===== config.mk =====
export PLATFORM = sky130hd
export DESIGN_NAME = colsense_repair
export DESIGN_NICKNAME = d
export VERILOG_FILES = /design/src/rtl/colsense_pkg.sv /design/src/rtl/grp_locator.sv /design/src/rtl/word_walker.sv /design/src/rtl/colsense_repair.sv
export SDC_FILE = /design/constraint.sdc
export NUM_CORES = 1
export LEC_CHECK = 0
export ABC_AREA = 1
export CELL_PAD_IN_SITES_DETAIL_PLACEMENT = 0
export CELL_PAD_IN_SITES_GLOBAL_PLACEMENT = 1
export CORE_ASPECT_RATIO = 0.6
export CORE_MARGIN = 10
export CORE_UTILIZATION = 44
export DETAILED_ROUTE_END_ITERATION = 10
export DONT_BUFFER_PORTS = 1
export PLACE_DENSITY = 0.83
export SETUP_SLACK_MARGIN = 0.3
export SLEW_MARGIN = 20
export SYNTH_ARGS = -nofsm -noshare
export SYNTH_HDL_FRONTEND = slang
export SYNTH_SLANG_ARGS = --single-unit

===== constraint.sdc =====
create_clock -name clk -period 1.7 [get_ports clk]
set_input_delay 0.255 -clock clk [delete_from_list [all_inputs] [get_ports clk]]
set_output_delay 0.255 -clock clk [all_outputs]
set_load 0.005 [all_outputs]

===== src/rtl/colsense_pkg.sv =====
package colsense_pkg;

  typedef enum logic [2:0] {
    S_IDLE,
    S_LATCH,
    S_READ,
    S_CHECK,
    S_WB,
    S_NEXT,
    S_DONE
  } seq_st_e;

  // group a stored column belongs to
  function automatic int grp_of(input int col, input int grp);
    return col % grp;
  endfunction

endpackage


===== src/rtl/grp_locator.sv =====
module grp_locator
  import colsense_pkg::*;
#(
  parameter int W   = 12,
  parameter int GRP = 4
) (
  input  logic [W-1:0] word_i,
  input  logic [W-1:0] flags_i,
  output logic [W-1:0] fix_o,
  output logic         bad_o,
  output logic         need_o
);

  logic [GRP-1:0] fail;
  logic [GRP-1:0] bad;

  for (genvar g = 0; g < GRP; g++) begin : g_grp
    logic par, one, many;
    always_comb begin
      par  = 1'b0;
      one  = 1'b0;
      many = 1'b0;
      for (int c = 0; c < W; c++) begin
        if (grp_of(c, GRP) == g) begin
          par = par ^ word_i[c];
          if (flags_i[c]) begin
            many = many | one;
            one  = 1'b1;
          end
        end
      end
    end
    assign fail[g] = par;
    assign bad[g]  = par & (~one | many);
  end

  for (genvar c = 0; c < W; c++) begin : g_col
    assign fix_o[c] = flags_i[c] & fail[c % GRP];
  end

  assign bad_o  = |bad;
  assign need_o = |fix_o;

endmodule


===== src/rtl/word_walker.sv =====
module word_walker #(
  parameter int WORDS = 256,
  localparam int IDX_W = (WORDS > 1) ? $clog2(WORDS) : 1
) (
  input  logic             clk,
  input  logic             rst,
  input  logic             clr_i,
  input  logic             inc_i,
  output logic [IDX_W-1:0] idx_o,
  output logic             last_o
);

  always_ff @(posedge clk) begin
    if (rst || clr_i) idx_o <= '0;
    else if (inc_i)   idx_o <= idx_o + 1'b1;
  end

  assign last_o = (idx_o == IDX_W'(WORDS - 1));

  AST_NO_WRAP: assert property (@(posedge clk) disable iff (rst)
    inc_i |-> !last_o);

endmodule


===== src/rtl/colsense_repair.sv =====
module colsense_repair
  import colsense_pkg::*;
#(
  parameter int DATA_W = 8,
  parameter int GRP    = 4,
  parameter int WORDS  = 256,
  parameter int NBLK   = 4,
  localparam int W      = DATA_W + GRP,
  localparam int IDX_W  = (WORDS > 1) ? $clog2(WORDS) : 1,
  localparam int BLK_W  = (NBLK > 1) ? $clog2(NBLK) : 1,
  localparam int ADDR_W = BLK_W + IDX_W
) (
  input  logic              clk,
  input  logic              rst,
  input  logic              sense_err_i,
  input  logic [BLK_W-1:0]  sense_blk_i,
  input  logic [W-1:0]      col_flag_i,
  output logic              busy_o,
  output logic              done_o,
  output logic              uncorr_o,
  output logic              mem_rd_o,
  output logic              mem_wr_o,
  output logic [ADDR_W-1:0] mem_addr_o,
  input  logic [W-1:0]      mem_rdata_i,
  output logic [W-1:0]      mem_wdata_o
);

  seq_st_e          st;
  logic             pend;
  logic [BLK_W-1:0] cap_blk, blk_q;
  logic [W-1:0]     cap_flags, flags_q, wdata_q, fix;
  logic             bad_any, need_wr, uncorr_q;
  logic [IDX_W-1:0] idx;
  logic             idx_last;

  grp_locator #(.W(W), .GRP(GRP)) u_loc (
    .word_i (mem_rdata_i),
    .flags_i(flags_q),
    .fix_o  (fix),
    .bad_o  (bad_any),
    .need_o (need_wr)
  );

  word_walker #(.WORDS(WORDS)) u_walk (
    .clk   (clk),
    .rst   (rst),
    .clr_i (st == S_LATCH),
    .inc_i ((st == S_NEXT) && !idx_last),
    .idx_o (idx),
    .last_o(idx_last)
  );

  always_ff @(posedge clk) begin
    if (rst) begin
      st        <= S_IDLE;
      pend      <= 1'b0;
      cap_blk   <= '0;
      cap_flags <= '0;
      blk_q     <= '0;
      flags_q   <= '0;
      wdata_q   <= '0;
      uncorr_q  <= 1'b0;
    end else begin
      if (sense_err_i) begin
        cap_blk   <= sense_blk_i;
        cap_flags <= col_flag_i;
        pend      <= 1'b1;
      end
      case (st)
        S_IDLE: if (pend) begin
          st      <= S_LATCH;
          flags_q <= cap_flags;
          blk_q   <= cap_blk;
          pend    <= sense_err_i;
        end
        S_LATCH: st <= S_READ;
        S_READ:  st <= S_CHECK;
        S_CHECK: begin
          wdata_q <= mem_rdata_i ^ fix;
          if (bad_any) begin
            uncorr_q <= 1'b1;
            st       <= S_NEXT;
          end else if (need_wr) begin
            st <= S_WB;
          end else begin
            st <= S_NEXT;
          end
        end
        S_WB:   st <= S_NEXT;
        S_NEXT: st <= idx_last ? S_DONE : S_READ;
        S_DONE: begin
          flags_q <= '0;
          if (pend) begin
            st      <= S_LATCH;
            flags_q <= cap_flags;
            blk_q   <= cap_blk;
            pend    <= sense_err_i;
          end else begin
            st <= S_IDLE;
          end
        end
        default: st <= S_IDLE;
      endcase
    end
  end

  assign busy_o      = (st != S_IDLE) && (st != S_DONE);
  assign done_o      = (st == S_DONE);
  assign uncorr_o    = uncorr_q;
  assign mem_rd_o    = (st == S_READ);
  assign mem_wr_o    = (st == S_WB);
  assign mem_addr_o  = {blk_q, idx};
  assign mem_wdata_o = wdata_q;

  AST_PORT_EXCL: assert property (@(posedge clk) disable iff (rst)
    !(mem_rd_o && mem_wr_o));
  AST_QUIET_IDLE: assert property (@(posedge clk) disable iff (rst)
    !busy_o |-> (!mem_rd_o && !mem_wr_o));
  AST_WR_SAME_ADDR: assert property (@(posedge clk) disable iff (rst)
    mem_wr_o |-> $stable(mem_addr_o));
  AST_UNCORR_STICKY: assert property (@(posedge clk) disable iff (rst)
    uncorr_o |=> uncorr_o);
  AST_FLAGS_HELD: assert property (@(posedge clk) disable iff (rst)
    (st == S_READ || st == S_CHECK || st == S_WB || st == S_NEXT) |=> $stable(flags_q));
  AST_DONE_PULSE: assert property (@(posedge clk) disable iff (rst)
    done_o |-> !busy_o);

endmodule


==> results of run 1 <==
==> what timing repair did <==
| item | in CTS | in global routing |
|---|---|---|
| gates resized for setup | 21 | 21 |
| hold endpoints to repair | 16 | 0 |
| pin swaps | 6 | 7 |
| hold buffers | 1 | 0 |
| setup endpoints to repair | 36 | 26 |
| setup buffers | 6 | 0 |
| cloned | 1 | 0 |
==> through the flow <==
stage	power (mW)	worst slack (ns)	util, %
floorplan	1.73	0.305	-
global placement	1.79	0.218	47.4
detailed placement	1.79	0.180	47.4
CTS	2.71	0.228	51.8
global route	2.85	0.198	52.9
finish	2.69	0.282	52.9
==> metal layers <==
layer / vias up / GRT usage [%]
met3: 6 / 5.51
met5: - / 0
met2: 50 / 19.1
met4: 0 / 4.80
li1: 1239 / -
met1: 1062 / 19.5
==> power breakdown <==
part | switching (mW) | internal, mW
registers | 0.0690 | 1.31
clock network | 0.443 | 0.442
logic | 0.285 | 0.143
==> final cells by class <==
| type | count | area (sq um) | share of cell area [%] |
|---|---|---|---|
| clock buffer | 5 | 68.8 | 2.28 |
| clock inverter | 3 | 46.3 | 1.54 |
| inverter | 50 | 200 | 6.64 |
| multi-input combinational | 267 | 1410 | 46.7 |
| sequential | 53 | 1090 | 36.3 |
| tap | 80 | 100 | 3.32 |
| timing repair buffer | 11 | 97.6 | 3.24 |
==> cell families after synthesis <==
kind of cell,synth area share [%]
buffers and inverters,10.1
AOI/OAI and AO/OA,15.7
and+or+nand+nor,30.5
DFF,40.2
adders and majority gates,0.474
xor gates and xnor gates,2.99
==> Yosys cell counts, types with 2 or more instances <==
cell and instances:
nor2_1 69, nand2_1 61, dfxtp_1 53, inv_1 40
a21oi_1 27, nand3_1 24, o21ai_0 24, o21ai_1 17
nand2_2 10, inv_2 9, xor2_1 9, clkbuf_1 6
o221ai_1 4, a21oi_2 2, buf_2 2, nand3b_1 2
nand4_2 2, nor2_2 2, nor3_1 2, o211ai_1 2
==> cells in the final DEF (no fill, tap or decap), types with 4 or more instances in the layout <==
cell / n
a21oi_1: 24
a21oi_2: 5
buf_4: 9
clkbuf_8: 5
dfxtp_1: 41
dfxtp_2: 5
dfxtp_4: 7
inv_1: 38
inv_2: 10
nand2_1: 59
nand2_2: 10
nand3_1: 21
nor2_1: 67
o21ai_0: 24
o21ai_1: 17
o221ai_1: 4
xor2_1: 9
==> registers in the layout (all words and copies together) (netlist names), 2 cells and up <==
| name | cells |
|---|---|
| cap_flags | 12 |
| flags_q | 12 |
| mem_wdata_o | 12 |
| u_walk.idx_o | 8 |
| st | 3 |
| blk_q | 2 |
| cap_blk | 2 |
==> path summary, 6_finish.rpt <==
path / to / slack, ns / cells past startpoint
max: busy_o / 0.28 / 5
min: cap_flags[2] / 0.08 / 2
max reg2reg: u_walk.idx_o[5] / 0.33 / 8
min reg2reg: flags_q[3] / 0.46 / 2
==> results_dict.tcl, run 1 <==
set metrics [dict create \
    vias 2357 \
    firstDrtPassIters 4 \
    drive_gt1_share_pct 19.5 \
    clock.fmax_mhz 705 \
    syn_area_per_cell_sq_um 6.93 \
    synth_area_leader_cell "dfxtp_1" \
    die-area_sq_mm 0.00960 \
    grt_usage_pct 14.0 \
    crit_chain "nand2_4 > nor2_4 > inv_2 > nand2_4 > inv_6" \
    rows 21 \
    synthFlopType "dfxtp_1" \
    cap_viol_max_count 0 \
    required_ns 1.44 \
    initial_utilization_pct 46.3 \
    yosys-top-cells-area "dfxtp_1, nor2_1, nand2_1" \
    synth_edf_count 0 \
    synthToLayoutAreaGrowth_pct 14.2 \
    placed_cell_area_sq_mm 0.00270 \
    clk_latency_ns 0.31 \
    cpLargestDelayFamily "flip-flops" \
    grt_max_degree 20 \
    fin_worst_skew_ns 0.00499 \
    wl_met1_um 3400 \
    ys_warn_count 0 \
    start_kind "register" \
    endpoint_kind "output port" \
    hpwl_um 4960 \
    path_buf_inv 2 \
    path_clk_slew_ns 0.10 \
    leakagePower_nw 1.30 \
    worstSetupStartpoint "st[2]" \
    stdcell_count 469 \
    gp_congestion 0.824 \
    wl_met2_um 2680 \
    crit_arrival_ns 1.16 \
    hold_viol 0 \
    p_per_area_mw_per_mm2 894 \
    max_stage_delay_ns 0.40 \
    die_h_um 80 \
    cts_made_buffers 5 \
    dp.cells 453 \
    cp_slowest_cell "dfxtp_4" \
    fin_area_sq_mm 0.00301 \
    routed_wl_um 6690 \
    routed-wl-met3_um 525 \
    syn_nets 411 \
    core_region_area_sq_mm 0.00570 \
    grt_pass1_vias 2198 \
    htreeDepth 2 \
    tns_ns 0 \
    synth_area_sq_mm 0.00264 \
    port_buffers 0 \
    cts_tree "yes" \
    relSlewSlack_pct 61.3 \
    n_fill_cell 592 \
    min_period_over_period_pct 83.4 \
    yosysUniqueCellTypes 34 \
    drt_iter0_markers 153 \
    clockRootBuffer "clkbuf_8" \
    async_flop_share_pct 0 \
    viasPerCell 5.03 \
    ios 56 \
    hold_class "in2reg" \
    worst_ir_drop_vdd_mv 0.396 \
    antenna_found_initial 0 \
    synth_top_area_share_pct 40.2 \
    timing.rr.start "st[1]" \
    antennaDiodeCount 0 \
    cts_sinks 53 \
    grt_overflow 0 \
    synth_cells 381 \
    setup_viol_count_final 0 \
    wl_per_cell_um 14.3 \
    crit_type "reg2out" \
    clock_path_buffers 2 \
    ys_ff_latch 53 \
    nets 418 \
    ys_seq_area_share_pct 40.2 \
    antenna_left 0 \
    drc 0 \
    tightest_slew_ns 0.579 \
    status "finished clean" \
    grt_first_pass_wirelength_um 10900 \
    die_w_um 120 \
    whs_ns 0.0750 \
    period_minus_slack_ns 1.42 \
    crit_top_cell "nand2_4" \
    finalMaxSlewViolations 0 \
    rsz0062_at_grt "true" \
    cp_max_fo 14 \
    highest_layer "met4" \
    hp-start "col_flag_i[2]" \
]
Note: power is estimated with default switching activity, not from simulation.
==> run 2, diff against run 1 <==
CORE_UTILIZATION = 40   (was 44)
PLACE_DENSITY = 0.8   (was 0.83)
clock period = 1.28 ns   (was 1.7 ns; I/O delays follow)
==> run 2 against run 1 <==
Compared with the run above: worst setup slack got worse by 0.40 ns; total power grew 45%; non-clock buffer count grew 45; register-to-register slack got worse by 0.39 ns; sequential power increased by 34%; final area grew 22%; via count is 8.3% higher; utilization rose by 6.0 points; critical path type unchanged; cell count rose by 11%; highest routed layer unchanged; die area grew 7.9%; largest cell class unchanged; the flow now finishes with violations (setup timing).
==> results_dict.tcl, run 2 (synthesis results as in run 1) <==
set metrics [dict create \
    synthToLayoutAreaGrowth_pct 39.3 \
    grt_usage_pct 14.0 \
    worst_ir_drop_vdd_mv 0.504 \
    firstDrtPassIters 4 \
    min_path_cells 2 \
    rows 22 \
    cts_sinks 53 \
    initial_utilization_pct 42.3 \
    final_cell_mix "nor2_1, nand2_1, inv_1" \
    nets 464 \
    relSlewSlack_pct 54.1 \
    violations "setup timing" \
    start_kind "register" \
    reg2reg_to "flags_q[9]" \
    whs_endpoint "cap_flags[9]" \
    antennaDiodeCount 0 \
    crit_chain "nand2_4 > nor2_4 > inv_2 > nand2_8 > inv_8" \
    clockRootBuffer "clkbuf_8" \
    hold_class "in2reg" \
    crit_type "reg2out" \
    timing.rr.start "st[2]" \
    final_common_cell "nor2_1" \
    port_buffers 0 \
    drt_iter0_markers 130 \
    required_ns 1.09 \
    core_region_area_sq_mm 0.00625 \
    finalMaxSlewViolations 0 \
    setup_viol_count_final 26 \
    cts_tree "yes" \
    vias 2553 \
    grt_overflow 0 \
    wl_per_cell_um 14.6 \
    seqPwrFrac_pct 47.3 \
    path_buf_inv 2 \
    period_minus_slack_ns 1.40 \
    clock_path_buffers 2 \
    leakagePower_nw 1.60 \
    clk_latency_ns 0.32 \
    p_sw_share_pct 32.2 \
    setup_ws_ns -0.123 \
    ios 56 \
    grt_pass1_vias 2416 \
    tns_ns -0.964 \
    grt_max_degree 22 \
    hold_viol 0 \
    die_h_um 82.9 \
    endpoint_kind "output port" \
    viasPerCell 4.92 \
    p_total_mw 3.91 \
    antenna_found_initial 0 \
    hpwl_um 5350 \
    hp-start "col_flag_i[9]" \
    p_sw_mw 1.26 \
    cts_made_buffers 5 \
    max_stage_delay_ns 0.43 \
    min_period_over_period_pct 110 \
    grt_first_pass_wirelength_um 12200 \
    internal_power_mw 2.65 \
    path_clk_slew_ns 0.10 \
    die_w_um 125 \
    share_comb_of_total_power_pct 24.3 \
    htreeDepth 2 \
    fin_worst_skew_ns 0.0106 \
    rsz0062_at_grt "true" \
    p_clk_share_pct 28.4 \
    drc 0 \
    gp_congestion 0.810 \
    crit_arrival_ns 1.21 \
    ff2ff_setup_slack_ns -0.06 \
    drive_gt1_share_pct 37.2 \
    antenna_left 0 \
    cap_viol_max_count 0 \
    tightest_slew_ns 0.688 \
    clock.fmax_mhz 713 \
    routed_wl_um 7590 \
    whs_ns 0.0122 \
    status "complete, but fails checks" \
    die-area_sq_mm 0.0104 \
    cp_slowest_cell "dfxtp_4" \
    p_per_area_mw_per_mm2 1060 \
    cpLargestDelayFamily "flip-flops" \
    reg2reg_depth 7 \
    cp_max_fo 7 \
]
==> run 2: metal layers <==
layer	vias to the layer above	part of all wire, %	track usage (%)
met3	11	8.4	4.51
met5	-	0	0
li1	1338	-	-
met2	65	43	20.0
met1	1139	47	19.2
met4	0	1.7	4.55
==> run 2: final cells by class <==
cell class	count	area, sq um
clock buffers	6	93.8
flip-flops and latches	53	1110
fillers	571	2570
multi-input cells	266	1560
repair inverters	2	27.5
repair buffers	56	544
inverters	50	220
well taps	84	105
clock inverters	2	13.8
==> run 2: timing repair <==
| item | 4_1_cts | 5_1_grt |
|---|---|---|
| cloned | 2 | 0 |
| setup buffers | 10 | 5 |
| hold buffers | 7 | 0 |
| pin swaps | 15 | 7 |
| hold endpoints to repair | 22 | 0 |
| gates resized for setup | 56 | 51 |
| setup endpoints to repair | 51 | 51 |
==> run 2: power groups by stage <==
| stage | combinational (mW) | clock [mW] | sequential (mW) |
|---|---|---|---|
| floorplan | 0.483 | 0 | 1.85 |
| global placement | 0.617 | 0 | 1.87 |
| detailed placement | 0.626 | 0 | 1.87 |
| CTS | 0.796 | 1.14 | 1.84 |
| global route | 1.05 | 1.21 | 1.87 |
| finish | 0.949 | 1.11 | 1.85 |
==> run 2: worst max path at each step <==
| stage | start | end | slack, ns | depth (start not counted) |
|---|---|---|---|---|
| 2_1_floorplan | u_walk.idx_o[4] | u_walk.idx_o[4] | -0.01 | 9 |
| 3_3_place_gp | st[1] | u_walk.idx_o[1] | -0.05 | 8 |
| 3_5_place_dp | st[1] | u_walk.idx_o[1] | -0.09 | 8 |
| 4_1_cts | st[0] | mem_wr_o | -0.09 | 3 |
| 5_1_grt | st[2] | busy_o | -0.18 | 5 |
| 6_report | st[2] | busy_o | -0.12 | 5 |
==> run 2: per-stage QoR <==
| stage | worst slack [ns] | utilization [%] | std cells | cell area (sq um) |
|---|---|---|---|---|
| 2_1_floorplan | -0.0116 | - | 381 | 2740 |
| 3_3_place_gp | -0.0510 | 48.5 | 487 | 3030 |
| 3_5_place_dp | -0.0898 | 48.5 | 487 | 3030 |
| 4_1_cts | -0.0874 | 55.4 | 514 | 3460 |
| 5_1_grt | -0.182 | 58.9 | 519 | 3680 |
| 6_report | -0.123 | 58.9 | 519 | 3680 |
==> run 3, diff against run 2 <==
ABC_AREA = not set   (was 1)
CORE_UTILIZATION = 42   (was 40)
PLACE_DENSITY = 0.79   (was 0.8)
==> run 3 against run 2 <==
Compared with the run above: the flow finishes with violations (hold timing, setup timing); highest routed layer unchanged; critical endpoint is now u_walk.idx_o[3]; clock-buffer cell count unchanged; clock skew decreased by 0.0054 ns; sequential share of layout area is 3.9 points higher; total power fell by 16%; non-clock buffer count is 8 lower; via count down 22%.
==> results_dict.tcl, run 3 <==
set metrics [dict create \
    status "complete, but fails checks" \
    violations "hold timing, setup timing" \
    firstDrtPassIters 4 \
    synth_edf_count 0 \
    grt_usage_pct 13.5 \
    dp.cells 367 \
    crit_type "reg2reg" \
    placed_cell_area_sq_mm 0.00285 \
    die-area_sq_mm 0.00937 \
    rows 21 \
    start_kind "register" \
    synth.most_common_cell "dfxtp_1" \
    grt_first_pass_wirelength_um 10400 \
    synthAdderAreaFrac_pct 0.512 \
    fin_worst_skew_ns 0.00522 \
    synthToLayoutAreaGrowth_pct 32.5 \
    synthFlopType "dfxtp_1" \
    gp_congestion 0.760 \
    antenna_found_initial 0 \
    yosysUniqueCellTypes 38 \
    syn_area_per_cell_sq_um 9.29 \
    synthXorXnorAreaFrac_pct 8.25 \
    whs_endpoint "st[1]" \
    port_buffers 0 \
    fin_area_sq_mm 0.00324 \
    reg2reg_to "u_walk.idx_o[3]" \
    routed-wl-met3_um 559 \
    cts_tree "yes" \
    drive_gt1_share_pct 41.5 \
    crit_arrival_ns 1.86 \
    final_cell_mix "dfxtp_1, nor2_1, buf_4" \
    synth_top_area_share_pct 43.4 \
    initial_utilization_pct 43.6 \
    antenna_left 0 \
    seqPwrFrac_pct 53.9 \
    share_comb_of_total_power_pct 17.3 \
    rsz0062_at_grt "true" \
    tightest_slew_ns 0.399 \
    n_fill_cell 506 \
    clockRootBuffer "clkbuf_8" \
    ios 56 \
    drc 0 \
    hp-start "rst" \
    required_ns 1.52 \
    dp_slack_ns -0.146 \
    finalMaxSlewViolations 0 \
    endpoint_kind "register" \
    clock.fmax_mhz 617 \
    ff2ff_setup_slack_ns -0.34 \
    p_clk_share_pct 28.8 \
    min_period_over_period_pct 127 \
    final_common_cell "dfxtp_1" \
    setup_viol_count_final 29 \
    core_region_area_sq_mm 0.00560 \
    internal_power_mw 2.40 \
    synth_area_sq_mm 0.00244 \
    cts_made_buffers 5 \
    synth_compound_area_share_pct 18.8 \
    ys_seq_area_share_pct 43.4 \
    async_flop_share_pct 0 \
    grt_pass1_vias 1880 \
    p_sw_share_pct 27.0 \
    synth_top_family_by_area "compound AO/OA/AOI/OAI gates" \
    worst_ir_drop_vdd_mv 0.606 \
    synth_cells 263 \
    synth_area_leader_cell "dfxtp_1" \
    setup_ws_ns -0.340 \
    cp_max_fo 4 \
    die_h_um 79.1 \
    p_sw_uw 886 \
    period_minus_slack_ns 1.62 \
    synth.area.mux_share_pct 6.97 \
    wl_met1_um 3140 \
    hold_viol 43 \
    whs_ns -0.0657 \
    timing.rr.start "st[1]" \
    die_w_um 118 \
    min_path_cells 1 \
    relSlewSlack_pct 73.2 \
    cts_sinks 53 \
    routed_wl_um 6410 \
    p_per_area_mw_per_mm2 1020 \
    stdcell_count 386 \
    grt_max_degree 48 \
    cap_viol_max_count 0 \
    hold_class "in2reg" \
    clock_path_buffers 2 \
    wl_met2_um 2690 \
    highest_layer "met4" \
    hpwl_um 4590 \
    yosys.area_share.simple_pct 18.3 \
    drt_iter0_markers 104 \
    ys_ff_latch 53 \
    vias 1987 \
    nets 335 \
    syn_nets 293 \
    path_clk_slew_ns 0.10 \
    leakagePower_nw 1.23 \
    viasPerCell 5.15 \
    synthTopCellsByCount "dfxtp_1, nor2_1, nand2_1" \
    utilization_pct 57.8 \
    clk_latency_ns 0.30 \
    antennaDiodeCount 0 \
    p_total_mw 3.29 \
    ys_warn_count 0 \
    wl_per_cell_um 16.6 \
    htreeDepth 2 \
    grt_overflow 0 \
    reg2reg_depth 7 \
    yosys-top-cells-area "dfxtp_1, mux2i_1, a22oi_2" \
]
-- run 3: cell families (layout without fill, tap and decap cells) --
family	count (synthesis)	count (layout)
buffers and inverters	16	59
XOR/XNOR	23	23
multiplexers	17	17
flip-flops	53	53
AND/OR/NAND/NOR	90	90
AO/OA/AOI/OAI	63	63
adder cells (fa/ha/maj)	1	1
-- run 3: critical path: stages, from the launching register on --
cell and delay [ns]:
dfxtp_2 0.33, and2b_4 0.25, buf_6 0.09, buf_6 0.09
o311ai_4 0.10, buf_6 0.15, or3_1 0.38, a21oi_2 0.15
-- run 3: repair_timing --
| action | in CTS | in global routing |
|---|---|---|
| pin swaps | 16 | 11 |
| buffers inserted | 9 | 2 |
| endpoints found under the setup margin | 48 | 51 |
| gates cloned | 0 | 0 |
| hold endpoints to repair | 43 | 43 |
| resized for setup | 35 | 29 |
-- run 3: how the worst max path moves through the flow --
stage,to,start,slack [ns]
2_1_floorplan,blk_q[0],st[1],-0.11
3_3_place_gp,blk_q[0],st[1],-0.12
3_5_place_dp,blk_q[0],st[1],-0.15
4_1_cts,flags_q[1],st[1],-0.29
5_1_grt,u_walk.idx_o[3],st[1],-0.37
6_report,u_walk.idx_o[3],st[1],-0.34
-- run 3: routing by layer --
layer	track usage, %	vias up
met1	18.0	939
met3	5.86	2
met4	2.67	0
met5	0	-
met2	19.9	47
li1	-	999
-- run 3: area by class of cell --
cell class / count / area (sq um) / share of cell area, %
Multi-Input combinational cell: 194 / 1450 / 44.7
Sequential cell: 53 / 1100 / 34.1
Timing Repair Buffer: 48 / 485 / 15.0
Tap cell: 80 / 100 / 3.09
Clock buffer: 6 / 72.6 / 2.24
Clock inverter: 2 / 13.8 / 0.425
Inverter: 3 / 11.3 / 0.348
-- run 3: power groups by stage --
stage	logic [mW]	clock network (mW)	registers, mW
finish	0.567	0.947	1.77
floorplan	0.367	0	1.80
detailed placement	0.469	0	1.81
global route	0.613	1.03	1.78
CTS	0.531	0.980	1.77
global placement	0.463	0	1.81
-- run 3: through the flow --
| step | hold WS, ns | TNS, ns |
|---|---|---|
| 3_3_place_gp | 0.267 | -2.30 |
| 3_5_place_dp | 0.265 | -2.98 |
| 5_1_grt | -0.0816 | -8.23 |
| 2_1_floorplan | 0.339 | -1.33 |
| 6_report | -0.0657 | -6.27 |
| 4_1_cts | -0.0703 | -6.18 |
